[src/rtl/thermal_trip_pkg.sv]
`timescale 1ns/1ps
package thermal_trip_pkg;
  // status / enable bit positions
  localparam int ST_W     = 5;
  localparam int BIT_HOT  = 0;
  localparam int BIT_COLD = 1;
  localparam int BIT_HOFS = 2;
  localparam int BIT_LOFS = 3;
  localparam int BIT_N2H  = 4;

  // limit register slots, equal to their addresses
  localparam int NUM_THR  = 5;
  localparam int THR_HOT  = 0;
  localparam int THR_N2H  = 1;
  localparam int THR_COLD = 2;
  localparam int THR_HOFS = 3;
  localparam int THR_LOFS = 4;
  localparam int ADDR_EN  = 5;
  localparam int ADDR_STS = 6;

  typedef struct packed {
    logic [NUM_THR-1:0] thrWr;
    logic               enWr;
    logic               stsWr;
    logic               sampleTake;
  } strobe_t;
endpackage

[src/rtl/thermal_trip_ctrl.sv]
`timescale 1ns/1ps
module thermal_trip_ctrl
  import thermal_trip_pkg::*;
#(
  parameter int SENSOR_W = 2,
  parameter int ADDR_W   = 3
) (
  input  logic                regWrEn,
  input  logic [ADDR_W-1:0]   regAddr,
  input  logic                sampleValid,
  input  logic [SENSOR_W-1:0] sampleSensor,
  output strobe_t             strobes
);
  logic [NUM_THR-1:0] thrSel;
  logic               enSel;
  logic               stsSel;
  logic               take;

  for (genvar i = 0; i < NUM_THR; i++) begin : g_thrSel
    assign thrSel[i] = regWrEn && (regAddr == ADDR_W'(i));
  end

  assign enSel  = regWrEn && (regAddr == ADDR_W'(ADDR_EN));
  assign stsSel = regWrEn && (regAddr == ADDR_W'(ADDR_STS));
  assign take   = sampleValid && (sampleSensor == '0);

  always_comb begin
    strobes.thrWr      = thrSel;
    strobes.enWr       = enSel;
    strobes.stsWr      = stsSel;
    strobes.sampleTake = take;
    AST_ONE_TARGET: assert ($onehot0({thrSel, enSel, stsSel}));
  end
endmodule

[src/rtl/thermal_trip_dp.sv]
`timescale 1ns/1ps
module thermal_trip_dp
  import thermal_trip_pkg::*;
#(
  parameter int TEMP_W = 12,
  parameter int ADDR_W = 3
) (
  input  logic              clk,
  input  logic              rstN,
  input  strobe_t           strobes,
  input  logic [TEMP_W-1:0] wrData,
  input  logic [TEMP_W-1:0] sampleValue,
  input  logic [ADDR_W-1:0] rdAddr,
  output logic [TEMP_W-1:0] rdData,
  output logic              irq
);
  logic [TEMP_W-1:0] thrQ [NUM_THR];
  logic [ST_W-1:0]   enQ;
  logic [ST_W-1:0]   stsQ;
  logic              irqQ;
  logic [TEMP_W-1:0] n2hEff;
  logic [TEMP_W-1:0] hotEff;
  logic [ST_W-1:0]   setVec;
  logic [ST_W-1:0]   clrVec;

  // limit and enable registers
  always_ff @(posedge clk or negedge rstN) begin
    if (!rstN) begin
      for (int i = 0; i < NUM_THR; i++) thrQ[i] <= '0;
      enQ <= '0;
    end else begin
      for (int i = 0; i < NUM_THR; i++)
        if (strobes.thrWr[i]) thrQ[i] <= wrData;
      if (strobes.enWr) enQ <= wrData[ST_W-1:0];
    end
  end

  // comparison: a zero normal-to-hot limit defers to the cold limit
  always_comb begin
    n2hEff = (thrQ[THR_N2H] != '0) ? thrQ[THR_N2H] : thrQ[THR_COLD];
    hotEff = (thrQ[THR_HOT] > n2hEff) ? thrQ[THR_HOT] : n2hEff;
    setVec = '0;
    if (strobes.sampleTake) begin
      setVec[BIT_HOT]  = sampleValue > hotEff;
      setVec[BIT_N2H]  = sampleValue > hotEff;
      setVec[BIT_COLD] = sampleValue < thrQ[THR_COLD];
      setVec[BIT_HOFS] = sampleValue > thrQ[THR_HOFS];
      setVec[BIT_LOFS] = sampleValue < thrQ[THR_LOFS];
    end
    clrVec = strobes.stsWr ? wrData[ST_W-1:0] : '0;
  end

  // sticky status (set beats clear) and registered interrupt
  always_ff @(posedge clk or negedge rstN) begin
    if (!rstN) begin
      stsQ <= '0;
      irqQ <= 1'b0;
    end else begin
      stsQ <= (stsQ & ~clrVec) | setVec;
      irqQ <= |(stsQ & enQ);
    end
  end

  always_comb begin
    rdData = '0;
    for (int i = 0; i < NUM_THR; i++)
      if (rdAddr == ADDR_W'(i)) rdData = thrQ[i];
    if (rdAddr == ADDR_W'(ADDR_EN))  rdData = TEMP_W'(enQ);
    if (rdAddr == ADDR_W'(ADDR_STS)) rdData = TEMP_W'(stsQ);
  end

  assign irq = irqQ;

  AST_COLD_SET: assert property (@(posedge clk) disable iff (!rstN)
    (strobes.sampleTake && (sampleValue < thrQ[THR_COLD])) |=> stsQ[BIT_COLD]);

  AST_HOT_PAIR: assert property (@(posedge clk) disable iff (!rstN)
    $rose(stsQ[BIT_HOT]) |-> stsQ[BIT_N2H]);

  AST_IDLE_NO_SET: assert property (@(posedge clk) disable iff (!rstN)
    !strobes.sampleTake |=> ((stsQ & ~$past(stsQ)) == '0));

  AST_SET_WINS: assert property (@(posedge clk) disable iff (!rstN)
    (strobes.sampleTake && strobes.stsWr && (sampleValue < thrQ[THR_LOFS]))
      |=> stsQ[BIT_LOFS]);

  AST_IRQ_LAG: assert property (@(posedge clk) disable iff (!rstN)
    irqQ == $past(|(stsQ & enQ)));

  for (genvar b = 0; b < ST_W; b++) begin : g_sticky
    AST_STICKY: assert property (@(posedge clk) disable iff (!rstN)
      (stsQ[b] && !(strobes.stsWr && wrData[b])) |=> stsQ[b]);
  end
endmodule

[src/rtl/thermal_trip_irq.sv]
`timescale 1ns/1ps
module thermal_trip_irq
  import thermal_trip_pkg::*;
#(
  parameter int TEMP_W   = 12,
  parameter int SENSOR_W = 2,
  parameter int ADDR_W   = 3
) (
  input  logic                clk,
  input  logic                rstN,
  input  logic                sampleValid,
  input  logic [SENSOR_W-1:0] sampleSensor,
  input  logic [TEMP_W-1:0]   sampleValue,
  input  logic                regWrEn,
  input  logic [ADDR_W-1:0]   regAddr,
  input  logic [TEMP_W-1:0]   regWrData,
  output logic [TEMP_W-1:0]   regRdData,
  output logic                irq
);
  strobe_t strobes;

  thermal_trip_ctrl #(.SENSOR_W(SENSOR_W), .ADDR_W(ADDR_W)) uCtrl (
    .regWrEn      (regWrEn),
    .regAddr      (regAddr),
    .sampleValid  (sampleValid),
    .sampleSensor (sampleSensor),
    .strobes      (strobes)
  );

  thermal_trip_dp #(.TEMP_W(TEMP_W), .ADDR_W(ADDR_W)) uDp (
    .clk         (clk),
    .rstN        (rstN),
    .strobes     (strobes),
    .wrData      (regWrData),
    .sampleValue (sampleValue),
    .rdAddr      (regAddr),
    .rdData      (regRdData),
    .irq         (irq)
  );
endmodule

[config.mk]
export PLATFORM = sky130hd
export DESIGN_NAME = thermal_trip_irq
export DESIGN_NICKNAME = d
export VERILOG_FILES = /design/src/rtl/thermal_trip_pkg.sv /design/src/rtl/thermal_trip_ctrl.sv /design/src/rtl/thermal_trip_dp.sv /design/src/rtl/thermal_trip_irq.sv
export SDC_FILE = /design/constraint.sdc
export NUM_CORES = 1
export LEC_CHECK = 0
export ABC_AREA = 1
export CORE_ASPECT_RATIO = 0.8
export CORE_MARGIN = 2
export CORE_UTILIZATION = 29
export CTS_CLUSTER_DIAMETER = 50
export DETAILED_ROUTE_END_ITERATION = 6
export PLACE_DENSITY = 0.42
export SYNTH_ARGS = -nofsm -noshare
export SYNTH_HDL_FRONTEND = slang
export SYNTH_SLANG_ARGS = --single-unit
export TNS_END_PERCENT = 20
[constraint.sdc]
create_clock -name clk -period 7 [get_ports clk]
set_clock_uncertainty 0.15 [all_clocks]
set_input_delay 1.4 -clock clk [delete_from_list [all_inputs] [get_ports clk]]
set_output_delay 1.4 -clock clk [all_outputs]
set_load 0.03 [all_outputs]
==> out/qor.txt, run 1 <==
RUN STATUS
------------------------------------------------------------------------------------------------------
Outcome                                                                                   finished clean

CLOCK NETWORK
------------------------------------------------------------------------------------------------------
Worst-Skew Late Latency                                                                         340 ps
Post-CTS Hold Fix Bufs                                                                               0
CTS-repair resized insts                                                                             0
Clock root cell                                                                              clkbuf_16
Clock transition at the register clock pins on the worst setup and hold paths after CTS          60 ps
Number of buffers added by the clock tree synthesis step                                             9
Setup repair bufs after CTS                                                                          0
Number of clock sinks                                                                               71
CTS H-tree lvls                                                                                      3
Number of buffers on the longest clock path                                                          2
Clock tree from TritonCTS                                                                        built

ROUTING
------------------------------------------------------------------------------------------------------
Detailed-router iteration count before antenna repair                                                5
First DRT Iteration DRCs                                                                           351
Routed wirelength normalized by instance count                                                 16.9 um
Total wirelength of the detailed-routed design                                                 16.4 mm
DR vias                                                                                           4689
Detailed-route DRC error count                                                                       0
Average vias per placed instance                                                                  4.84
Post-route antenna net violation count                                                               0

CRITICAL PATH
------------------------------------------------------------------------------------------------------
Maximum single-stage delay on the critical path                                                 700 ps
Type of the worst setup path                                                                    in2out
Worst Reg-to-Reg Cells                                                                              24
Bufs and invs on worst path                                                                          2
Crit path arrival time                                                                         3850 ps
Most numerous cell on the critical path                                                   clkdlybuf4s50_1
Crit-path cells                                                                           clkdlybuf4s50_1, nor3_4, nand2_1, o211ai_1, nor2_1, a21oi_1, clkdlybuf4s50_1
Startpoint kind of the worst setup timing path                                              input port
Setup slack on the worst flop-to-flop path                                                     2380 ps
Kind of end point of the critical path                                                    primary output
Stages on worst setup path                                                                           7
Crit path capture                                                                         regRdData[9]
Kind of cell adding the most delay to the critical path                                   buffers and inverters
Terminus of the critical flop-to-flop path                                                uDp.stsQ[4]$_DFF_PN0_
Worst Setup SP                                                                              regAddr[2]
Slowest stage cell, crit path                                                             clkdlybuf4s50_1
Required @ worst endpoint                                                                      5450 ps
Largest fanout of any net on the critical path                                                      13
Startpoint of the worst register-to-register path                                         uDp.thrQ[47]$_DFFE_PN0P_

DIE
------------------------------------------------------------------------------------------------------
# rows                                                                                              44
Core ar.                                                                                     18100 um2
Height of the die                                                                               126 um
Die area                                                                                     19600 um2
Ports placed on the boundary                                                                        46
Starting Density                                                                                 0.296
Chip width                                                                                      156 um

LOGIC SYNTHESIS
------------------------------------------------------------------------------------------------------
Synth Register Bits                                                                                 71
Post-Synthesis Cell Area                                                                      5360 um2
Area fraction of the dominant cell type after synthesis                                          0.332
Nets in the synthesized netlist                                                                    787
Combinational family with the most area after synthesis                                   simple AND/OR/NAND/NOR gates
Post-Synth XOR/XNOR Area                                                                             0
Post-Syn Instances                                                                                 696
Post-synth EDFFs                                                                                     0
Post-synthesis adder-cell area fraction                                                          0.135
Synthesis Warnings                                                                                   0
Post-Syn Area per Cell                                                                        7.70 um2
Leading cell types by count after synthesis                                               nand2_1, inv_1, dfrtp_1
Fraction of the mapped netlist area in compound gates                                            0.176
Distinct cell type count after synthesis                                                            32
Share of synthesized area spent on multiplexers                                                      0
Synthesized-area fraction occupied by and/or/nand/nor cells                                      0.250
Asr flop ratio synth                                                                              1.00
Seq/Total Area, Yosys                                                                            0.332
Most instantiated library cell after synthesis                                                 nand2_1
Yosys top cell by area                                                                         dfrtp_1
Most used DFF post-synth                                                                       dfrtp_1
Top post-synthesis cells by area                                                          dfrtp_1, nand2_1, ha_1

TIMING
------------------------------------------------------------------------------------------------------
Timing-limited maximum frequency                                                               185 MHz
Fin Setup TNS                                                                                     0 ps
Max_slew headroom                                                                                0.366
Count of endpoints failing setup in the final report                                                 0
Slew @ Worst Pin                                                                                950 ps
Fraction of the cycle the final worst path needs                                                 0.771
Number of hold violations in the final report                                                        0
Max-slew violation count                                                                             0
Setup repair after global routing missed its margin                                              false
Crit path time final                                                                           5400 ps

POWER
------------------------------------------------------------------------------------------------------
Power density over the cells                                                                277 nW/um2
Leakage power                                                                                  3.07 nW
Peak supply drop                                                                              0.138 mV

PLACEMENT
------------------------------------------------------------------------------------------------------
Number of port buffers                                                                              45
GP Congestion                                                                                    0.842
Dpl hpwl                                                                                       12.9 mm
Number of cells in the design after placement                                                      952
Dpl cell area                                                                                 5910 um2

LAYOUT
------------------------------------------------------------------------------------------------------
Post-layout instance count excluding filler cells                                                  968
Synthesis-to-finish area growth                                                                  16.2%
Number of diodes added for antenna fixing                                                            0
Fraction of layout cells with a size suffix above 1                                              0.148
Total of fill cells in the finished design                                                        1925
Multi-input gate area in the final layout                                                     3010 um2
Net count reported at finish                                                                       824
Area of all placed cells without fillers                                                      6220 um2
Combined flip-flop and latch cell area                                                        1780 um2

GRT
------------------------------------------------------------------------------------------------------
Global-route total usage across every layer                                                      0.176
First-pass GRT wire length                                                                     26.0 mm
Maximum number of pins on one net before global-route repair                                        72
Via count of the first global-routing pass                                                        4466
Number of antenna violations at the first check in global routing                                    0
GR Overflow Total                                                                                    0

FLOW RUN
------------------------------------------------------------------------------------------------------
Number of violations of the max-capacitance limit                                                    0

WORST HOLD PATH
------------------------------------------------------------------------------------------------------
Worst hold path type                                                                           reg2reg

==> stage by stage <==
stage | setup WS, ps | hold slack (ps) | utilization | total power, mW
finish | 1600 | 332 | 0.344 | 1.72
detailed placement | 1600 | 323 | 0.327 | 1.25
global placement | 1650 | 319 | 0.327 | 1.24
global route | 1440 | 353 | 0.344 | 1.87
CTS | 1590 | 338 | 0.344 | 1.74
floorplan | 3050 | 305 | - | 1.04
==> cell type report <==
class | count | area share
Clock buffer | 10 | 0.0384
Clock inverter | 6 | 0.0113
Inverter | 102 | 0.0623
Multi-Input combinational cell | 503 | 0.483
Sequential cell | 71 | 0.285
Tap cell | 230 | 0.0462
Timing Repair Buffer | 46 | 0.0732
==> sequential cells by signal, indices dropped and copies added (netlist names) <==
register  cells
uDp.thrQ     60
uDp.stsQ      5
uDp.irq       1
uDp.enQ       5
==> how the worst min path moves through the flow <==
stage,endpoint,slack [ps],cells after the start,startpoint
detailed placement,uDp.thrQ[17]$_DFFE_PN0P_,320,2,uDp.thrQ[17]$_DFFE_PN0P_
global route,uDp.thrQ[17]$_DFFE_PN0P_,350,2,uDp.thrQ[17]$_DFFE_PN0P_
finish,uDp.thrQ[9]$_DFFE_PN0P_,330,2,uDp.thrQ[9]$_DFFE_PN0P_
global placement,uDp.thrQ[9]$_DFFE_PN0P_,320,2,uDp.thrQ[9]$_DFFE_PN0P_
floorplan,uDp.thrQ[6]$_DFFE_PN0P_,300,2,uDp.thrQ[6]$_DFFE_PN0P_
CTS,uDp.thrQ[9]$_DFFE_PN0P_,340,2,uDp.thrQ[9]$_DFFE_PN0P_
==> power breakdown <==
| group | internal [mW] | switching, mW | total, mW |
|---|---|---|---|
| logic | 0.257 | 0.396 | 0.653 |
| clock network | 0.287 | 0.194 | 0.481 |
| registers | 0.495 | 0.0946 | 0.590 |
==> layer usage <==
metal | track usage | vias up | wire, um
li1 | - | 2351 | -
met1 | 0.278 | 2191 | 8770
met2 | 0.235 | 135 | 6330
met3 | 0.0482 | 12 | 1090
met4 | 0.0324 | 0 | 167
met5 | 0 | - | 0
==> kinds of logic after synthesis <==
| family | count (synthesis) |
|---|---|
| compound gates | 138 |
| simple gates | 307 |
| fa+ha+maj | 58 |
| buf+inv | 122 |
| flops | 71 |
==> placed cells by master, fill, tap and decap left out, types with 11 or more instances in the layout <==
| cell | synthesis | routed |
|---|---|---|
| o21ai_2 | 54 | 54 |
| o21ai_1 | 23 | 23 |
| inv_1 | 94 | 94 |
| nor2_1 | 29 | 29 |
| nand2_2 | 14 | 14 |
| o21ai_0 | 11 | 11 |
| nand3_1 | 39 | 39 |
| a21oi_1 | 34 | 34 |
| dfrtp_1 | 71 | 71 |
| clkdlybuf4s50_1 | 0 | 44 |
| nand2_1 | 204 | 204 |
| ha_1 | 58 | 58 |
==> worst reg2reg max path: cells and delay by family (launching register included) <==
kind                     cells  cell delay, ps
flip-flops                   1             440
adder cells (fa/ha/maj)      2             610
AND/OR/NAND/NOR             19            3070
buffers and inverters        2             100
AO/OA/AOI/OAI                1             160
No activity file was read; power rests on OpenSTA's default activity.
==> run 2: changes to the inputs <==
PLACE_DENSITY = 0.43   (was 0.42)
clock period = 4.69 ns   (was 7 ns; I/O delays follow)
==> run 2 against run 1 <==
  * Final cell count rose by 0.62%
  * Worst hold slack got worse by 2.7 ps
  * First-iteration DRC count down 23%
  * Non-clock buffer count grew 6
  * Global-route usage rose by 0.19 points
  * Sequential share of layout area down 0.30 points
  * Utilization increased by 0.36 points
  * Register-to-register slack worse by 1700 ps
  * Sequential power increased by 49%
  * Flip-flop and latch count did not move
==> out/qor.txt, run 2 (synthesis gave the netlist of run 1 again) <==
RUN STATUS
------------------------------------------------------------------------------------------------------
Outcome                                                                                   finished clean

TIMING
------------------------------------------------------------------------------------------------------
Fraction of the cycle the final worst path needs                                                 0.924
Count of endpoints failing setup in the final report                                                 0   unchanged
Max_slew headroom                                                                                0.353   -0.0137
Setup repair after global routing missed its margin                                              false
Fin Setup TNS                                                                                     0 ps   unchanged
Worst hold-check slack                                                                          330 ps   -2.68 ps
Crit path time final                                                                           4330 ps
Max-slew violation count                                                                             0   unchanged
Number of hold violations in the final report                                                        0   unchanged
Timing-limited maximum frequency                                                               231 MHz
Slew @ Worst Pin                                                                                971 ps   +20.6 ps

CRITICAL PATH
------------------------------------------------------------------------------------------------------
Startpoint kind of the worst setup timing path                                              input port
Required @ worst endpoint                                                                      3600 ps   -1850 ps
Crit path arrival time                                                                         3250 ps   -600 ps
Type of the worst setup path                                                                    in2out
Kind of end point of the critical path                                                    primary output
Largest fanout of any net on the critical path                                                       9   -4

GRT
------------------------------------------------------------------------------------------------------
Maximum number of pins on one net before global-route repair                                        72   unchanged
Via count of the first global-routing pass                                                        4554   +2.0%
First-pass GRT wire length                                                                     26.2 mm   +0.66%
GR Overflow Total                                                                                    0   unchanged
Global-route total usage across every layer                                                      0.177   +0.00194
Number of antenna violations at the first check in global routing                                    0   unchanged

LAYOUT
------------------------------------------------------------------------------------------------------
Net count reported at finish                                                                       830   +0.73%
Biggest registers after layout                                                            uDp.thrQ (60), uDp.enQ (5), uDp.stsQ (5)
Synthesis-to-finish area growth                                                                  17.4%
Largest reg by FF count                                                                       uDp.thrQ
Number of diodes added for antenna fixing                                                            0   unchanged
Largest register FFs                                                                                60   unchanged
Most frequent standard cell in the layout excluding fill and tap cells                         nand2_1
Commonest cells after routing, fill and taps aside                                        nand2_1, inv_1, dfrtp_1, ha_1, o21ai_2
Share of the core filled with cells in the final layout                                          0.347   +0.00359
Post-layout instance count excluding filler cells                                                  974   +0.62%
Fraction of layout cells with a size suffix above 1                                              0.155   +0.00687

DIE
------------------------------------------------------------------------------------------------------
Core ar.                                                                                     18100 um2   unchanged
Ports placed on the boundary                                                                        46   unchanged
Starting Density                                                                                 0.296   unchanged
Die area                                                                                     19600 um2   unchanged
Chip width                                                                                      156 um   unchanged
# rows                                                                                              44   unchanged
Height of the die                                                                               126 um   unchanged

CLOCK NETWORK
------------------------------------------------------------------------------------------------------
Clock tree from TritonCTS                                                                        built
Worst-Skew Late Latency                                                                         340 ps   about the same
Clock transition at the register clock pins on the worst setup and hold paths after CTS          60 ps   about the same
Number of buffers on the longest clock path                                                          2   unchanged
Number of buffers added by the clock tree synthesis step                                             9   unchanged
Number of clock sinks                                                                               71   unchanged
CTS-repair resized insts                                                                             0   unchanged
Clock root cell                                                                              clkbuf_16
Setup repair bufs after CTS                                                                          0   unchanged
CTS H-tree lvls                                                                                      3   unchanged
Post-CTS Hold Fix Bufs                                                                               0   unchanged

ROUTING
------------------------------------------------------------------------------------------------------
Routed met1 length                                                                             8.98 mm   +2.3%
Met2 WL                                                                                        6.90 mm   +9.0%
Average vias per placed instance                                                                  4.73   -2.3%
DR vias                                                                                           4609   -1.7%
Routed wl met3                                                                                  445 um   -59%
Routed wirelength normalized by instance count                                                 17.0 um   +0.56%
Uppermost metal layer occupied by signal nets                                                     met4
Detailed-route DRC error count                                                                       0   unchanged
First DRT Iteration DRCs                                                                           272   -23%
Total wirelength of the detailed-routed design                                                 16.6 mm   +1.2%
Detailed-router iteration count before antenna repair                                                5   unchanged
Post-route antenna net violation count                                                               0   unchanged

PLACEMENT
------------------------------------------------------------------------------------------------------
Number of port buffers                                                                              45   unchanged
GP Congestion                                                                                    0.874   +3.8%
Number of cells in the design after placement                                                      958   +0.63%
Dpl hpwl                                                                                       12.8 mm   -1.2%

POWER
------------------------------------------------------------------------------------------------------
Power density over the cells                                                                418 nW/um2   +51%
Peak supply drop                                                                              0.196 mV   +42%
Leakage power                                                                                  3.12 nW   +1.6%
Power after layout                                                                             2.63 mW   +52%

WORST HOLD PATH
------------------------------------------------------------------------------------------------------
Worst hold path type                                                                           reg2reg

FLOW RUN
------------------------------------------------------------------------------------------------------
Number of violations of the max-capacitance limit                                                    0   unchanged

==> run 2: final timing paths <==
check                                              start                       end  slack [ps]  cells past startpoint
worst max-delay path                          regAddr[2]              regRdData[2]         360                      8
worst min-delay path             uDp.thrQ[6]$_DFFE_PN0P_   uDp.thrQ[6]$_DFFE_PN0P_         330                      2
worst max register to register  uDp.thrQ[45]$_DFFE_PN0P_     uDp.stsQ[4]$_DFF_PN0_         660                     24
worst min register to register   uDp.thrQ[6]$_DFFE_PN0P_   uDp.thrQ[6]$_DFFE_PN0P_         330                      2
max in group asynchronous                           rstN   uDp.thrQ[4]$_DFFE_PN0P_        3170                      1
min in group asynchronous                           rstN  uDp.thrQ[59]$_DFFE_PN0P_         610                      1
==> run 2: power by group <==
group / internal (mW) / switching [mW] / total [mW] / leakage [nW]
Clock: 0.472 / 0.288 / 0.760 / 0.161
Sequential: 0.739 / 0.138 / 0.877 / 0.883
Combinational: 0.393 / 0.596 / 0.989 / 2.08
==> run 2: metrics by stage <==
stage	instance area, um2	setup slack, ps
2_1_floorplan	5360	1570
3_3_place_gp	5960	374
3_5_place_dp	5960	341
4_1_cts	6290	336
5_1_grt	6290	168
6_report	6290	356
==> run 2: metal layers <==
metal / global-route usage / vias up
li1: - / 2353
met1: 0.271 / 2169
met2: 0.257 / 72
met3: 0.0295 / 15
met4: 0.0464 / 0
met5: 0 / -
==> run 2: area by class of cell <==
type / count / area [um2]
Inverter: 102 / 388
Tap cell: 230 / 288
Fill cell: 1912 / 11800
Sequential cell: 71 / 1780
Clock buffer: 9 / 225
Multi-Input combinational cell: 503 / 3010
Clock inverter: 7 / 104
Timing Repair Buffer: 52 / 500
==> run 2: worst max-delay path: stages <==
cell	delay [ps]
clkdlybuf4s50_1	640
nor3_4	500
buf_4	220
nand2_1	60
nand3_1	90
nor2_1	50
nand4_1	70
clkdlybuf4s50_1	670
==> run 3: changes to the inputs <==
CTS_BUF_LIST = sky130_fd_sc_hd__clkbuf_16   (was default)
==> results of run 3 <==
Same layout as run 2: the final DEF is identical, and so are final timing and power.
